<file path="src/rtl/rfsh_pkg.sv">
`timescale 1ns/1ps
package rfsh_pkg;
    // Bit positions of the control word; the scheduler and software rely on these.
    localparam int INT_W      = 16;
    localparam int DIS_BIT    = 31;
    localparam int SRT_BIT    = 29;
    localparam int ASR_BIT    = 28;
    localparam int PASR_LSB   = 24;
    localparam int PASR_W     = 3;

    typedef enum logic [1:0] {
        TM_START = 2'd0,
        TM_RUN   = 2'd1,
        TM_HOLD  = 2'd2
    } tm_state_e;

    typedef enum logic [1:0] {
        PD_EMPTY = 2'd0,
        PD_PART  = 2'd1,
        PD_FULL  = 2'd2
    } pd_state_e;

    // Codes with no meaning in the LPDDR1 table
    function automatic logic lp_code_reserved(input logic [PASR_W-1:0] code);
        return (code == 3'd3) || (code == 3'd4) || (code == 3'd7);
    endfunction
endpackage

</file>
<file path="src/rtl/rfsh_floor.sv">
`timescale 1ns/1ps
module rfsh_floor
    import rfsh_pkg::*;
#(
    parameter int RFC_W     = 8,
    parameter int RP_W      = 4,
    parameter int RCD_W     = 4,
    parameter int FLOOR_ADD = 20
) (
    input  logic [RFC_W-1:0] t_rfc,
    input  logic [RP_W-1:0]  t_rp,
    input  logic [RCD_W-1:0] t_rcd,
    output logic [INT_W-1:0] floor_val
);
    localparam int SUM_W = INT_W + 2;
    localparam logic [SUM_W-1:0] LIMIT = SUM_W'({INT_W{1'b1}});

    logic [SUM_W-1:0] sum;

    always_comb begin
        sum = (SUM_W'(t_rfc) << 3) + SUM_W'(t_rp) + SUM_W'(t_rcd)
            + SUM_W'(FLOOR_ADD);
        floor_val = (sum > LIMIT) ? {INT_W{1'b1}} : sum[INT_W-1:0];
    end
endmodule

</file>
<file path="src/rtl/rfsh_regfile.sv">
`timescale 1ns/1ps
module rfsh_regfile
    import rfsh_pkg::*;
(
    input  logic              clk,
    input  logic              rst_n,
    input  logic              wr_en,
    input  logic [31:0]       wdata,
    input  logic [3:0]        be,
    input  logic [INT_W-1:0]  floor_val,
    input  logic              mem_is_lp,
    output logic [INT_W-1:0]  interval_q,
    output logic              dis_q,
    output logic              reload_q,
    output logic              init_pulse_q,
    output logic              pasr_err_q,
    output logic              traffic_q,
    output logic [31:0]       rd_word
);
    logic              srt_q;
    logic              asr_q;
    logic [PASR_W-1:0] pasr_q;

    logic [INT_W-1:0]  merged_int;
    logic [INT_W-1:0]  lifted_int;
    logic              nxt_dis;
    logic              nxt_asr;
    logic              nxt_srt;
    logic [PASR_W-1:0] nxt_pasr;
    logic              pasr_bad;
    logic              unused_lanes;

    assign unused_lanes = ^{wdata[30], wdata[27], wdata[23:16], be[2]};

    // Lane merge, floor lift and option-byte rules
    always_comb begin
        merged_int = interval_q;
        if (be[0]) merged_int[7:0]  = wdata[7:0];
        if (be[1]) merged_int[15:8] = wdata[15:8];
        lifted_int = (merged_int < floor_val) ? floor_val : merged_int;

        nxt_dis  = be[3] ? wdata[DIS_BIT] : dis_q;
        nxt_asr  = be[3] ? wdata[ASR_BIT] : asr_q;
        nxt_srt  = (be[3] ? wdata[SRT_BIT] : srt_q) & ~nxt_asr;
        nxt_pasr = be[3] ? wdata[PASR_LSB +: PASR_W] : pasr_q;
        pasr_bad = mem_is_lp && lp_code_reserved(nxt_pasr);
    end

    always_ff @(posedge clk or negedge rst_n) begin
        if (!rst_n) begin
            interval_q   <= '0;
            dis_q        <= 1'b0;
            srt_q        <= 1'b0;
            asr_q        <= 1'b0;
            pasr_q       <= '0;
            reload_q     <= 1'b0;
            init_pulse_q <= 1'b0;
            pasr_err_q   <= 1'b0;
            traffic_q    <= 1'b0;
        end else begin
            traffic_q    <= 1'b1;
            reload_q     <= wr_en;
            init_pulse_q <= wr_en && be[3] && !nxt_dis;
            if (wr_en) begin
                interval_q <= lifted_int;
                dis_q      <= nxt_dis;
                srt_q      <= nxt_srt;
                asr_q      <= nxt_asr;
                pasr_q     <= nxt_pasr;
                if (pasr_bad) pasr_err_q <= 1'b1;
            end
        end
    end

    always_comb begin
        rd_word                      = '0;
        rd_word[INT_W-1:0]           = interval_q;
        rd_word[DIS_BIT]             = dis_q;
        rd_word[SRT_BIT]             = srt_q;
        rd_word[ASR_BIT]             = asr_q;
        rd_word[PASR_LSB +: PASR_W]  = pasr_q;
    end
endmodule

</file>
<file path="src/rtl/rfsh_timer.sv">
`timescale 1ns/1ps
module rfsh_timer
    import rfsh_pkg::*;
(
    input  logic             clk,
    input  logic             rst_n,
    input  logic             dis,
    input  logic             reload,
    input  logic [INT_W-1:0] interval,
    input  logic [INT_W-1:0] floor_val,
    output logic             expire
);
    tm_state_e        st_q, st_d;
    logic [INT_W-1:0] cnt_q, cnt_d;
    logic [INT_W-1:0] eff;

    assign eff = (interval > floor_val) ? interval : floor_val;

    // State register
    always_ff @(posedge clk or negedge rst_n) begin
        if (!rst_n) begin
            st_q  <= TM_START;
            cnt_q <= '0;
        end else begin
            st_q  <= st_d;
            cnt_q <= cnt_d;
        end
    end

    // Next state
    always_comb begin
        st_d = st_q;
        unique case (st_q)
            TM_START: st_d = dis ? TM_HOLD : TM_RUN;
            TM_RUN:   if (dis) st_d = TM_HOLD;
            TM_HOLD:  if (!dis) st_d = TM_RUN;
            default:  st_d = TM_START;
        endcase
    end

    // Counter and expiry output
    always_comb begin
        cnt_d  = cnt_q;
        expire = 1'b0;
        unique case (st_q)
            TM_START: cnt_d = eff - INT_W'(1);
            TM_RUN: begin
                if (dis) begin
                    cnt_d = cnt_q;
                end else if (reload) begin
                    cnt_d = eff - INT_W'(1);
                end else if (cnt_q == '0) begin
                    expire = 1'b1;
                    cnt_d  = eff - INT_W'(1);
                end else begin
                    cnt_d = cnt_q - INT_W'(1);
                end
            end
            TM_HOLD:  if (!dis) cnt_d = eff - INT_W'(1);
            default:  cnt_d = '0;
        endcase
    end
endmodule

</file>
<file path="src/rtl/rfsh_pending.sv">
`timescale 1ns/1ps
module rfsh_pending
    import rfsh_pkg::*;
#(
    parameter int PEND_MAX = 8
) (
    input  logic clk,
    input  logic rst_n,
    input  logic dis,
    input  logic inc,
    input  logic ack,
    output logic req
);
    localparam int CW = $clog2(PEND_MAX + 1);
    localparam logic [CW-1:0] TOP = CW'(PEND_MAX);
    localparam logic [CW-1:0] ONE = CW'(1);

    pd_state_e      st_q, st_d;
    logic [CW-1:0]  cnt_q, cnt_d;
    logic           dec;

    assign dec = ack && (st_q != PD_EMPTY);

    // State register
    always_ff @(posedge clk or negedge rst_n) begin
        if (!rst_n) begin
            st_q  <= PD_EMPTY;
            cnt_q <= '0;
        end else begin
            st_q  <= st_d;
            cnt_q <= cnt_d;
        end
    end

    // Next state and count
    always_comb begin
        st_d  = st_q;
        cnt_d = cnt_q;
        if (dis) begin
            st_d  = PD_EMPTY;
            cnt_d = '0;
        end else begin
            unique case (st_q)
                PD_EMPTY: if (inc) begin
                    cnt_d = ONE;
                    st_d  = (ONE == TOP) ? PD_FULL : PD_PART;
                end
                PD_PART: begin
                    if (inc && !dec) begin
                        cnt_d = cnt_q + ONE;
                        if (cnt_q + ONE == TOP) st_d = PD_FULL;
                    end else if (dec && !inc) begin
                        cnt_d = cnt_q - ONE;
                        if (cnt_q == ONE) st_d = PD_EMPTY;
                    end
                end
                PD_FULL: if (dec && !inc) begin
                    cnt_d = cnt_q - ONE;
                    st_d  = (cnt_q == ONE) ? PD_EMPTY : PD_PART;
                end
                default: begin
                    st_d  = PD_EMPTY;
                    cnt_d = '0;
                end
            endcase
        end
    end

    // Output
    always_comb begin
        req = (st_q != PD_EMPTY) && !dis;
    end
endmodule

</file>
<file path="src/rtl/rfsh_ctl_top.sv">
`timescale 1ns/1ps
module rfsh_ctl_top
    import rfsh_pkg::*;
#(
    parameter int RFC_W     = 8,
    parameter int RP_W      = 4,
    parameter int RCD_W     = 4,
    parameter int FLOOR_ADD = 20,
    parameter int PEND_MAX  = 8
) (
    input  logic             clk,
    input  logic             rst_n,
    input  logic             bus_wr,
    input  logic             bus_sel,
    input  logic [31:0]      bus_wdata,
    input  logic [3:0]       bus_be,
    output logic [31:0]      bus_rdata,
    input  logic             mem_is_lp,
    input  logic [RFC_W-1:0] t_rfc,
    input  logic [RP_W-1:0]  t_rp,
    input  logic [RCD_W-1:0] t_rcd,
    output logic             rfsh_req,
    input  logic             rfsh_ack,
    output logic             init_start,
    output logic             traffic_ok,
    output logic             pasr_err
);
    logic [INT_W-1:0] floor_val;
    logic [INT_W-1:0] interval_q;
    logic             init_dis_q;
    logic             reload_q;
    logic             expire;
    logic [31:0]      rd_word;
    logic             wr_en;

    assign wr_en     = bus_wr && bus_sel;
    assign bus_rdata = bus_sel ? rd_word : '0;

    rfsh_floor #(
        .RFC_W(RFC_W), .RP_W(RP_W), .RCD_W(RCD_W), .FLOOR_ADD(FLOOR_ADD)
    ) u_floor (
        .t_rfc(t_rfc), .t_rp(t_rp), .t_rcd(t_rcd), .floor_val(floor_val)
    );

    rfsh_regfile u_regs (
        .clk(clk), .rst_n(rst_n), .wr_en(wr_en), .wdata(bus_wdata),
        .be(bus_be), .floor_val(floor_val), .mem_is_lp(mem_is_lp),
        .interval_q(interval_q), .dis_q(init_dis_q), .reload_q(reload_q),
        .init_pulse_q(init_start), .pasr_err_q(pasr_err),
        .traffic_q(traffic_ok), .rd_word(rd_word)
    );

    rfsh_timer u_timer (
        .clk(clk), .rst_n(rst_n), .dis(init_dis_q), .reload(reload_q),
        .interval(interval_q), .floor_val(floor_val), .expire(expire)
    );

    rfsh_pending #(.PEND_MAX(PEND_MAX)) u_pend (
        .clk(clk), .rst_n(rst_n), .dis(init_dis_q), .inc(expire),
        .ack(rfsh_ack), .req(rfsh_req)
    );
endmodule

</file>
<file path="config.mk">
export PLATFORM = sky130hd
export DESIGN_NAME = rfsh_ctl_top
export DESIGN_NICKNAME = d
export VERILOG_FILES = /design/src/rtl/rfsh_pkg.sv /design/src/rtl/rfsh_floor.sv /design/src/rtl/rfsh_regfile.sv /design/src/rtl/rfsh_timer.sv /design/src/rtl/rfsh_pending.sv /design/src/rtl/rfsh_ctl_top.sv
export SDC_FILE = /design/constraint.sdc
export NUM_CORES = 1
export LEC_CHECK = 0
export ABC_CLOCK_PERIOD_IN_PS = 3890
export BUFFER_PORTS_ARGS = -buffer_cell sky130_fd_sc_hd__buf_2
export CELL_PAD_IN_SITES_DETAIL_PLACEMENT = 1
export CELL_PAD_IN_SITES_GLOBAL_PLACEMENT = 2
export CORE_ASPECT_RATIO = 1.5
export CORE_MARGIN = 4
export CORE_UTILIZATION = 31
export CTS_BUF_LIST = sky130_fd_sc_hd__clkbuf_4 sky130_fd_sc_hd__clkbuf_8
export CTS_CLUSTER_DIAMETER = 60
export DETAILED_ROUTE_END_ITERATION = 10
export GPL_TIMING_DRIVEN = 0
export PLACE_DENSITY_LB_ADDON = 0.1
export SLEW_MARGIN = 40
export SYNTH_ARGS = -nofsm -noshare
export SYNTH_HDL_FRONTEND = slang
export SYNTH_SLANG_ARGS = --single-unit
</file>
<file path="constraint.sdc">
create_clock -name clk -period 3.89 [get_ports clk]
set_input_delay 0.389 -clock clk [delete_from_list [all_inputs] [get_ports clk]]
set_output_delay 0.389 -clock clk [all_outputs]
set_load 0.01 [all_outputs]
</file>
# After elaboration in Yosys (flattened, before gate mapping)
# Index checks and enable logic that the tools add are counted.
# word_totals
regBits,50
inputBits,58
out_inout_bits,36
word_cells,101
# op_classes
add_sub_neg,7
n_lt_le_gt_ge,3
n_eq_ne,17
n_mux,37
n_bitwise,2
reduce_logical,22
# ops
operator,count
2-to-1 mux 16 bit,7
case mux 16 bit (3 select lines),1
2-to-1 mux 32 bit,1
subtractor 16 x 1 -> 16 bit (second input constant),2
2-to-1 mux 2 bit,10
adder 18 x 4 -> 18 bit,1
adder 18 x 5 -> 18 bit (second input constant),1
greater-than comparator 18 x 16 -> 1 bit (second input constant),1
greater-than comparator 16 bit,1
zero test 16 bit,1
less-than comparator 16 bit,1
2-to-1 mux 4 bit,4
2-to-1 mux 8 bit,2
adder 11 x 4 -> 12 bit,1
case mux 2 bit (3 select lines),2
case mux 4 bit (3 select lines),1
logical AND 1 bit,8
2-to-1 mux 1 bit,8
!= test 4 x 2 -> 1 bit (second input constant),2
== test 3 bit (second input constant),2
!= test 2 bit (second input constant),3
!= test 3 x 2 -> 1 bit (second input constant),2
AND reduction 2 bit,3
AND reduction 5 bit,1
15 further kinds,22

# Logic depth before layout (Yosys ltp)
# logic_depth
word_depth,12
ltp_mapped,31
ltp_nobuf,28

# Modules after synthesis
# A second synthesis with hierarchy kept.
# hier_totals
cells_unflattened,744
hier_area_um2,6043.3
# modules_own_cells
module,instances,cells_per_inst,area_each_um2,seq_area_each_um2
rfsh_regfile,1,282,2413.6,650.6
rfsh_timer,1,292,2303.5,450.4
rfsh_pending,1,82,670.6,150.1
rfsh_floor,1,52,392.9,0.0
rfsh_ctl_top,1,36,262.8,0.0

# Worst setup path after synthesis
# No wires, ideal clock.
# synth_timing
path_type,input port to flip-flop
from,input port t_rfc[0]
to,register u_timer.cnt_q[14]
setup_ps,126
arrival_time_ps,5794
slack_ps,-2030
cell_stages,28
cell_sequence,ha_1 -> ha_1 -> xor2_1 -> ha_1 -> and3b_1 -> a2111oi_2 -> nor4_2 -> o31a_1 -> xor2_1 -> ha_1 -> nand3_1 -> nor2_1 -> nand3_1 -> mux2_1 -> a21o_1 -> o21ai_2 -> o21ai_2 -> buf_6 -> buf_2 -> inv_1 -> nor2_1 -> a21oi_1 -> ha_1 -> nor3b_1 -> mux2i_2 -> a2111oi_4 -> xor2_1 -> a221o_1
# synth_between
elab_chain_cells,12
# synth_lines
item,line,text
"start, declared",rfsh_ctl_top.sv:19,"input logic [RFC_W-1:0] t_rfc,"
adder 11 x 4 -> 12 bit *,rfsh_floor.sv:21,sum = (SUM_W'(t_rfc) << 3) + SUM_W'(t_rp) + SUM_W'(t_rcd)
adder 18 x 4 -> 18 bit *,rfsh_floor.sv:21,
adder 18 x 5 -> 18 bit *,rfsh_floor.sv:22,+ SUM_W'(FLOOR_ADD);
greater-than comparator 18 x 16 -> 1 bit,rfsh_floor.sv:23,floor_val = (sum > LIMIT) ? {INT_W{1'b1}} : sum[INT_W-1:0];
2-to-1 mux 16 bit *,rfsh_floor.sv:23,
greater-than comparator 16 bit,rfsh_timer.sv:17,assign eff = (interval > floor_val) ? interval : floor_val;
2-to-1 mux 16 bit *,rfsh_timer.sv:17,
subtractor 16 x 1 -> 16 bit *,n/a,
2-to-1 mux 16 bit,rfsh_timer.sv:52,end else if (cnt_q == '0) begin
2-to-1 mux 16 bit,rfsh_timer.sv:50,end else if (reload) begin
2-to-1 mux 16 bit,rfsh_timer.sv:48,if (dis) begin
case mux 16 bit (3 select lines) *,rfsh_timer.sv:45,unique case (st_q)
"end signal, assigned",rfsh_timer.sv:26,cnt_q <= cnt_d;
"end, declared",rfsh_timer.sv:14,"logic [INT_W-1:0] cnt_q, cnt_d;"
# Mark *: on every way between the ends. The rest lies on a longest branch, timed or not. The select of a mux whose other input is x is not followed.
# A chain may end at the register's enable or synchronous reset.

# Worst setup path in the final report
# Same ends and word-level chain as after synthesis.

==> results.tsv <==
metric	value	unit
status	finished, violations left	
violations	negative hold slack, negative setup slack	
cts_buffer_depth	2	
async_flop_share	100	%
yosys.area.top_type	dfrtp_1	
coreArea	17300	sq um
final-seq-area	1250	sq um
finalHoldViolCount	2	
h-tree-depth	2	
place_congestion	0.815	
io_pins	94	
drc_errors	0	
synth_cells	682	
ant_nets	0	
drive_gt1_share	33.3	%
synth_cell_type_count	87	
powerDensity	417	nW/um^2
synth-seq-area-share	23.0	%
ir_drop	0.185	mV
cts_sinks	50	
r2r_cells	19	
grt.total_usage	20.2	%
ys_ff_latch	50	
cp_max_fo	4	
worst-r2r-setup-slack	-0.12	ns
fin_tns_setup	-20.70	ns
portBuffers	71	
synth_edf_count	0	
via_per_inst	5.39	
reg2reg_to	u_timer.cnt_q[14]	
final_core_util	42.3	%
nNetsFinal	914	
setup.worst_path.start	t_rfc[0]	
drt_iter0_drc	175	
arrival	5.51	ns
synth_top_cells_by_area	dfrtp_1 23%, ha_1 8.5%, xnor2_1 5.2%, nand2_1 4.3%, o21ai_0 4.2%	
grt_pass1_wl	31.4	mm
synth_top_cell_area_share	23.0	%
synth_area_per_cell	7.97	sq um
place_hpwl	15.3	mm
die-area	19800	sq um
yosys_warnings	0	
rows	59	
die_h	170	um
required	4.11	ns
worst_slack	-1.40	ns
slew_headroom	48.5	%
grt_max_degree	51	
initial_core_util	31.5	%
r2r-start	u_regs.interval_q[1]	
die_w	116	um
rsz0062_at_grt	yes	
holdWs	-0.00556	ns
clock_latency	0.33	ns
hold_class	input pin to asynchronous set/reset pin	
numCtsBuffers	5	
max_freq	189	MHz
vias	5560	
setup_viol	29	
stdcell_area	7310	sq um
grt_antenna_before_repair	0	
diodes	0	
cts_hold_buf	0	
cts_root_buffer	clkbuf_8	
maxCapViolCount	0	
tightest_slew	0.773	ns
wl	20.2	mm
grt_pass1_vias	6078	
wl_per_cell	19.5	um
multi_input_area	4470	sq um
fin_crit	5.29	ns
placed_area	6360	sq um
path_class	input pin to flip-flop	
clk_pin_slew_worst_paths	0.12	ns
cp-start-kind	input pin	
fin_skew	0.00948	ns
synthToLayoutAreaGrowth	34.6	%
fillers	2113	
cts_tree	built	
first_pass_iters	4	
grt-ovfl-total	0	
syn-cell-area	5430	sq um
post-place-ws	-2.39	ns
synth_ff_type	dfrtp_1	
leakagePower	3.05	nW
slew_violations	0	
endpoint_kind	flip-flop	
period_share	136	%
[Yosys cell counts (all sizes together) (8+ instances only)]
cell     n
nand2   62
nor2    53
o21ai   51
dfrtp   50
a21oi   44
ha      37
inv     35
xnor2   34
nand3   29
and2    26
clkbuf  23
nor3    21
xor2    20
buf     18
mux2    14
nand2b  13
nor4    13
mux2i   10
a21o     8
o211ai   8
[metrics by stage]
stage | hold WS, ns | total power, mW | cells
detailed placement | 0.452 | 2.35 | 977
global placement | 0.445 | 2.30 | 977
floorplan | 0.0934 | 1.89 | 693
CTS | 0.146 | 2.93 | 1019
global route | 0.0201 | 3.28 | 1032
finish | -0.00556 | 3.05 | 1032
[where the power goes]
| part | leakage [nW] | total, mW | internal (mW) | switching [mW] |
|---|---|---|---|---|
| sequential | 0.614 | 0.868 | 0.654 | 0.214 |
| clock | 0.0544 | 0.385 | 0.164 | 0.221 |
| combinational | 2.38 | 1.80 | 0.826 | 0.970 |
| total | 3.05 | 3.05 | 1.64 | 1.40 |
[critical path, stage by stage]
cell and delay (ns):
buf_6 0.10, ha_4 0.16, ha_4 0.17, xor2_4 0.21, ha_4 0.24, and3b_2 0.21, a2111oi_4 0.31, nor4_4 0.10
o31a_1 0.38, xor2_4 0.22, ha_4 0.28, nand3_4 0.08, nor2_4 0.15, nand3_2 0.08, mux2_4 0.27, a21o_1 0.17
o21ai_2 0.19, o21ai_2 0.09, buf_6 0.15, mux2_4 0.32, inv_4 0.06, ha_4 0.14, nor3b_4 0.26, mux2i_4 0.13
a2111oi_4 0.22, xor2_1 0.11, a221o_1 0.31
[state kept, by name (all words and copies together) (netlist names), 2 cells and up]
register,count
u_regs.interval_q,16
u_timer.cnt_q,16
u_pend.cnt_q,4
u_regs.pasr_q,3
u_pend.st_q,2
u_timer.st_q,2
[placed cells by master (no fill, tap or decap), types with 5 or more instances in the layout]
cell type	n
o21ai_1	11
inv_1	31
nor4_1	9
nand3_1	20
ha_4	13
nor2b_1	5
nor2_1	45
o21ai_2	5
dfrtp_1	50
and2_1	23
o21ai_0	34
nand3_2	8
xor2_1	17
a21oi_2	9
mux2i_1	6
mux2_2	12
xnor2_2	8
clkbuf_1	21
o211ai_1	7
ha_1	24
a21oi_1	34
nand4_1	6
buf_4	44
conb_1	13
clkbuf_8	7
nor3_1	17
buf_6	17
buf_8	6
or3_1	7
a21o_1	7
buf_2	68
a21boi_0	5
nand2_1	60
nand2b_1	13
xnor2_1	23
[cell type report]
| cell class | count | area share [%] |
|---|---|---|
| plain buffers | 41 | 3.66 |
| repair buffers | 118 | 11.1 |
| clock inverters | 1 | 0.120 |
| multi-input cells | 567 | 61.2 |
| clock buffers | 7 | 1.32 |
| inverters | 35 | 1.93 |
| well taps | 213 | 3.64 |
| flip-flops and latches | 50 | 17.1 |
[cell families (layout without fill, tap and decap cells)]
| group | after synthesis | in the layout | share of synthesized area (%) |
|---|---|---|---|
| fa+ha+maj | 42 | 42 | 9.65 |
| xor+xnor | 54 | 54 | 9.53 |
| mux | 24 | 24 | 4.81 |
| compound gates | 170 | 170 | 20.9 |
| buf+inv | 76 | 202 | 6.79 |
| simple gates | 264 | 264 | 25.2 |
| other cells | 2 | 13 | 0.138 |
| flops | 50 | 50 | 23.0 |
[layer usage]
metal,part of all wire (%),GRT usage [%]
met1,37,21.0
met2,59,41.2
met4,2.1,6.56
met3,1.7,1.67
met5,0,0
[worst max-delay path by stage]
stage                             end  depth (start not counted)  slack, ns
CTS                 u_timer.cnt_q[14]                         29      -1.40
global placement    u_timer.cnt_q[14]                         29      -2.32
floorplan           u_timer.cnt_q[14]                         28      -1.46
finish              u_timer.cnt_q[14]                         27      -1.40
global route        u_timer.cnt_q[14]                         27      -1.61
detailed placement  u_timer.cnt_q[14]                         29      -2.39
[repair_timing]
action | in CTS | in global routing
cloned | 1 | 0
resized for setup | 52 | 44
buffers inserted | 33 | 16
endpoints found under the setup margin | 30 | 34
pin swaps | 32 | 43
hold endpoints to repair | 0 | 0
No activity file was read; power rests on OpenSTA's default activity.
